### src/rtl/mux_input_scanner.sv
module mux_input_scanner #(
  parameter int LAST_ADDR = 31
) (
  input  logic        clk,
  input  logic        rst_n,
  output logic [4:0]  mux_addr,
  input  logic        mux_data,
  input  logic [1:0]  reg_sel,
  input  logic        reg_wr,
  input  logic [31:0] reg_wdata,
  output logic [31:0] reg_rdata
);
  localparam int NUM_IN = LAST_ADDR + 1;
  localparam int CNT_W  = 10;

  logic              invert;
  logic [9:0]        divisor;
  logic [5:0]        short_t;
  logic [9:0]        long_t;
  logic [NUM_IN-1:0] slow_mask;
  logic [NUM_IN-1:0] raw_img;
  logic [NUM_IN-1:0] filt_img;
  logic [9:0]        pre;
  logic [1:0]        phase;
  logic [CNT_W-1:0]  run_cnt [NUM_IN];

  wire             tick     = (pre >= divisor);
  wire             slot_end = tick && (phase == 2'd3);
  wire             sample   = mux_data ^ invert;
  wire [CNT_W-1:0] thresh   = slow_mask[mux_addr] ? long_t : {4'd0, short_t};

  always_ff @(posedge clk) begin
    if (!rst_n) begin
      invert    <= 1'b0;
      divisor   <= '0;
      short_t   <= '0;
      long_t    <= '0;
      slow_mask <= '0;
    end else if (reg_wr) begin
      if (reg_sel == 2'd0) begin
        invert  <= reg_wdata[5];
        divisor <= reg_wdata[15:6];
        short_t <= reg_wdata[21:16];
        long_t  <= reg_wdata[31:22];
      end else if (reg_sel == 2'd1) begin
        slow_mask <= reg_wdata[NUM_IN-1:0];
      end
    end
  end

  always_ff @(posedge clk) begin
    if (!rst_n) begin
      pre      <= '0;
      phase    <= '0;
      mux_addr <= '0;
      raw_img  <= '0;
      filt_img <= '0;
      for (int i = 0; i < NUM_IN; i++) run_cnt[i] <= '0;
    end else begin
      pre <= tick ? '0 : pre + 10'd1;
      if (tick) phase <= phase + 2'd1;
      if (slot_end) begin
        raw_img[mux_addr] <= sample;
        if (sample == filt_img[mux_addr]) begin
          run_cnt[mux_addr] <= '0;
        end else if (run_cnt[mux_addr] >= thresh) begin
          filt_img[mux_addr] <= sample;
          run_cnt[mux_addr]  <= '0;
        end else begin
          run_cnt[mux_addr] <= run_cnt[mux_addr] + 1'b1;
        end
        mux_addr <= (mux_addr == 5'(LAST_ADDR)) ? 5'd0 : mux_addr + 5'd1;
      end
    end
  end

  always_comb begin
    case (reg_sel)
      2'd0:    reg_rdata = {long_t, short_t, divisor, invert, 5'(LAST_ADDR)};
      2'd1:    reg_rdata = 32'(slow_mask);
      2'd2:    reg_rdata = 32'(filt_img);
      default: reg_rdata = 32'(raw_img);
    endcase
  end
endmodule

### config.mk
export PLATFORM = sky130hd
export DESIGN_NAME = mux_input_scanner
export DESIGN_NICKNAME = d
export VERILOG_FILES = /design/src/rtl/mux_input_scanner.sv
export SDC_FILE = /design/constraint.sdc
export NUM_CORES = 1
export LEC_CHECK = 0
export BUFFER_PORTS_ARGS = -buffer_cell sky130_fd_sc_hd__buf_2
export CAP_MARGIN = 20
export CORE_MARGIN = 5
export CORE_UTILIZATION = 55
export DETAILED_ROUTE_END_ITERATION = 16
export PLACE_DENSITY = 0.82
export SLEW_MARGIN = 20
export SYNTH_ARGS = -nofsm -noshare
export SYNTH_HDL_FRONTEND = slang
export SYNTH_SLANG_ARGS = --single-unit
### constraint.sdc
create_clock -name clk -period 6.4 [get_ports clk]
set_input_delay 0.64 -clock clk [delete_from_list [all_inputs] [get_ports clk]]
set_output_delay 0.64 -clock clk [all_outputs]
set_load 0.005 [all_outputs]
======== After elaboration in Yosys (flattened, before gate mapping) ========
Memory sizes are Yosys's and may differ from the RTL's. A register that Yosys moved wholly into a read port is not among the register bits.
Cells that the tools add are included.
storage, ports and cells
  memories ................................ 1
  input bits .............................. 38
  ROM bits ................................ 0
  RAM bits ................................ 320
  word-level logic and storage cells ...... 71
  latch bits .............................. 0
  output and inout bits ................... 37
  register bits after elaboration ......... 140
operators by class
  divide/modulo/power cells ............... 0
  $lt $le $gt $ge ......................... 4
  equal/unequal tests ..................... 5
  $add $sub $neg .......................... 4
  multipliers ............................. 0
  reductions and logical operators ........ 8
  shift operators ......................... 0
  bitwise logic cells ..................... 6
  multiplexer cells ....................... 33
memory list
  name     words  bits a word  rd ports  clocked after memory_dff  wr ports  line  text
  run_cnt  32     10           1         1                         32        25    logic [CNT_W-1:0] run_cnt [NUM_IN];
operators with widths
  operator                 number
  $pmux W32 S3             1
  $bwmux W32               2
  $mux W10                 4
  $add A10 B1 Y10 const B  2
  $ge A10 B10 Y1           2
  $mux W5                  4
  $mux W1                  19
  $bmux W1 S5              2
  $reduce_or A10 Y1        1
  $lt A5 B6 Y1 const B     1
  $reduce_and A3 Y1        2
  $add A5 B1 Y5 const B    1
  $demux W1 S5             1
  $eq A5 B5 Y1 const B     1
  $ge A5 B1 Y1 const B     1
  $eq A2 B2 Y1 const B     2
  $not A1 Y1               3
  $add A2 B1 Y2 const B    1
  $eq A2 B1 Y1 const B     1
  $logic_and A1 B1 Y1      2
  $logic_not A2 Y1         1
  $or A1 B1 Y1             2
  $reduce_and A2 Y1        1
  $reduce_or A2 Y1         1
  other kinds (2)          2

======== Logic depth before layout (Yosys ltp) ========
  depth in word-level cells ............... 13
  gate-level depth with buffers ........... 16
  depth with buffers taken out ............ 14

======== Worst setup path after synthesis ========
Ideal clock, no wire load.
  path kind ............................... register to register
  start ................................... register mux_addr[0]
  end ..................................... register filt_img[27]
  data required time ...................... 6.260 ns
  arrival time ............................ 4.689 ns
  stages on the path, launching flop included .. 15
  setup slack ............................. 1.571 ns
  cell sequence ........................... dfxtp_1 -> buf_4 -> buf_2 -> mux4_2 -> mux4_2 -> a21oi_1 -> mux2_2 -> ha_1 -> nand2b_1 -> a21o_1 -> a211oi_1 -> o31a_1 -> nor4b_1 -> clkbuf_1 -> a32oi_1
on the way
  cells in the longest elaborated chain, start to end .. 5
  elaborated cells between the ends (all ways) .. 15
  those cells by class .................... order compare (3); eq/ne (1); mux (8); bitwise (1); reduce/logical (2)
ends and longest elaborated chain
  what                                                              line  text
  start, declared                                                   6     output logic [4:0] mux_addr,
  start signal, assigned                                            72    mux_addr <= (mux_addr == 5'(LAST_ADDR)) ? 5'd0 : mux_addr + 5'd1;
  $bmux W1 S5, or another cell as far along                         30    wire [CNT_W-1:0] thresh = slow_mask[mux_addr] ? long_t : {4'd0, short_t};
  $mux W1 (implied by the code), or another cell as far along       30
  $mux W10, or another cell as far along                            30
  $ge A10 B10 Y1, or another cell as far along                      66    end else if (run_cnt[mux_addr] >= thresh) begin
  $reduce_and A3 Y1 (no source line) or $bwmux W32 (tied branches)  -
  end signal, assigned by index                                     67    filt_img[mux_addr] <= sample;
  end, declared                                                     22    logic [NUM_IN-1:0] filt_img;
Parallel ways exist; a longest one is shown, timed or not. The select of a mux whose other input is x is not followed.
A chain may end at the register's enable or synchronous reset.

==> impl_metrics.toml <==
[timing]
finClkSkew_ns = 0.01442
finalSetupViolCount = 0
finalCritPeriodShare_pct = 80.68
timing_hold_violations_final = 0
worst_pin_slew_ns = 1.159
max_slew_margin_pct = 22.71
finalCriticalPeriod_ns = 5.163
rsz0062_at_grt = "no"
fmax_mhz = 193.7
drv_slew = 0
timing.setup.tns_ns = 0

[synthesis]
yosysTopAreaCell = "edfxtp_1"
ys_seq_area_share_pct = 57.90
synth_area_sq_um = 21610
syn_nets = 1816
synthTopCellsByArea = "edfxtp_1, mux4_2, dfxtp_1"
synth_flop_cell = "edfxtp_1"
synth_edf_count = 320
synthArstFlopShare_pct = 0
yosysMostFrequentCell = "edfxtp_1"
yosysUniqueCellTypes = 51
synth_top_area_share_pct = 44.47
yosys_register_bits = 465
yosysWarnings = 0
avgSynthCellArea_sq_um = 12.35
synthCells = 1750
synth_commonest_cells = "edfxtp_1, nand2_1, nor3_1"

[power_and_ir_drop]
ir_drop_mv = 0.2210
pwr-share-seq_pct = 52.2
clock_power_share_pct = 40.5
intPower_w = 0.004944
static-leakage-power_nw = 7.812
switching_power_w = 0.001451
switching_share_pct = 22.69
power.density_nw_per_um2 = 266.5
combPwrFrac_pct = 7.3

[setup_path]
end_kind = "register"
cp.arrival_ns = 5.55
worstRegToRegCells = 14
crit_path_max_fanout = 20
startpoint = "mux_addr[4]$_SDFFE_PN0P_"
worstPathRequired_ns = 6.79
critPathLaunchType = "register"
crit_type = "reg -> reg"
r2r_start = "mux_addr[4]$_SDFFE_PN0P_"

[floorplan]
rows = 72
fp.dieW_microns = 208.2
num_io_pins = 75
die-area_sq_um = 43350
coreArea_sq_um = 38740
dieHeight_microns = 208.2
start_util_pct = 55.78

[placed_design]
dp_hpwl_microns = 38550
dp.cells = 2255
gp_congestion = 0.9332
port_buffers = 74

[min_path]
hp-start = "reg_wdata[25]"
hp-class = "in -> reg"
min_path_cells = 3

[final_layout]
layout.nets = 1849
fillCellCount = 2800
final_cells = 2334
syn2layout_area_growth_pct = 11.05
antenna_cells = 0
drive_above_1_share_pct = 20.98

[route]
via_count = 15670
first_iter_violations = 2302
drc = 0
drtAntennaViolNets = 0
first_pass_iters = 6
vias_per_cell = 6.714
drt-total-wl_microns = 58550
wl_per_cell_microns = 25.08

[global_route]
grt_pass1_wl_microns = 91350
grt_start_max_net_pins = 193
antenna_found_initial = 0
overflow = 0
grt_usage_pct = 26.66
grt_pass1_vias = 15550

[clocking]
clockBufferDepth = 3
cts-root-buf = "clkbuf_16"
path_clk_slew_ns = 0.06
cts_max_level = 2
cts_resized = 0
hold_buffers = 0
cts_setup_buffers = 0
worstSkewPairLatency_ns = 0.55
cts_tree = "yes"
cts.sinks = 465
cts_buffers = 44

[job]
maxCapViolCount = 0

[run_status]
status = "complete, no violations"
final cells by class:
class                      instances  area, sq um  area share [%]
sequential                       465        12520           52.17
multi-input combinational       1086         8325           34.69
clock buffer                      59         1210           5.042
timing repair buffer             141        923.4           3.848
tap                              518        648.1           2.701
clock inverter                    20        202.7          0.8446
inverter                          45        168.9          0.7039
worst max-delay path, cell delays in order, from the launching register on:
cell	delay, ns
dfxtp_1	0.96
nor3b_1	0.80
a22oi_1	0.17
nand2_1	0.12
a21oi_1	0.06
buf_4	0.23
nand2b_1	0.17
ha_1	0.30
a21o_1	0.19
a21o_1	0.18
a211oi_1	0.24
o31a_1	0.40
nand4_1	0.55
buf_4	0.46
nor2_1	0.15
power by group through the flow:
stage	logic (W)	clock network (W)	registers, W
3_3_place_gp	0.000446	0	0.00339
2_1_floorplan	0.000309	0	0.00338
5_1_grt	0.000498	0.00274	0.00334
6_report	0.000467	0.00259	0.00334
3_5_place_dp	0.000456	0	0.00340
4_1_cts	0.000461	0.00259	0.00334
stage by stage:
step                setup WS (ns)  utilization, %  cell area, sq um  power, W  hold slack, ns
floorplan                   1.571               -             21610  0.003687          0.4319
global placement            1.532           58.29             22580  0.003841          0.4465
detailed placement          1.361           58.30             22580  0.003858          0.4549
CTS                         1.324           61.95             24000  0.006392          0.3245
global route                1.002           61.95             24000  0.006578          0.3232
finish                      1.237           61.95             24000  0.006395          0.3345
cells by family after synthesis:
group,share of synthesized area [%]
XOR/XNOR,0.7643
multiplexers,15.67
flip-flops,57.90
buffers and inverters,4.036
AND/OR/NAND/NOR,13.86
AO/OA/AOI/OAI,6.149
adder cells (fa/ha/maj),1.621
cells in the final DEF (no fill, tap or decap), drive strengths merged, types with 12 or more instances in the layout:
master / count
a21oi: 100
a32oi: 32
and2: 16
buf: 141
clkbuf: 59
clkinv: 14
dfxtp: 145
edfxtp: 320
ha: 28
inv: 45
mux4: 141
nand2: 205
nand3: 22
nand4: 21
nor2: 156
nor3: 197
o21ai: 32
o22ai: 34
xnor2: 12
state kept, by name, summed over array words and instances, names as in the netlist, named ones only:
name       cells
run_cnt      320
filt_img      32
raw_img       32
slow_mask     32
divisor       10
long_t        10
pre           10
short_t        6
mux_addr       5
phase          2
invert         1
worst paths after layout:
kind	slack [ns]	to
worst max-delay path	1.24	run_cnt[22][0]$_SDFFCE_PN0P_
worst min-delay path	0.33	slow_mask[25]$_SDFFE_PN0P_
worst max register to register	1.24	run_cnt[22][0]$_SDFFCE_PN0P_
worst min register to register	0.46	filt_img[25]$_SDFFE_PN0P_
per-layer routing:
layer / routed length [microns] / vias to the layer above / track usage [%]
met2: 27670 / 1233 / 42.73
met3: 7440 / 213 / 5.513
li1: - / 6667 / -
met4: 3053 / 0 / 11.37
met1: 20380 / 7557 / 35.89
met5: 0 / - / 0
No activity file was read; power rests on OpenSTA's default activity.
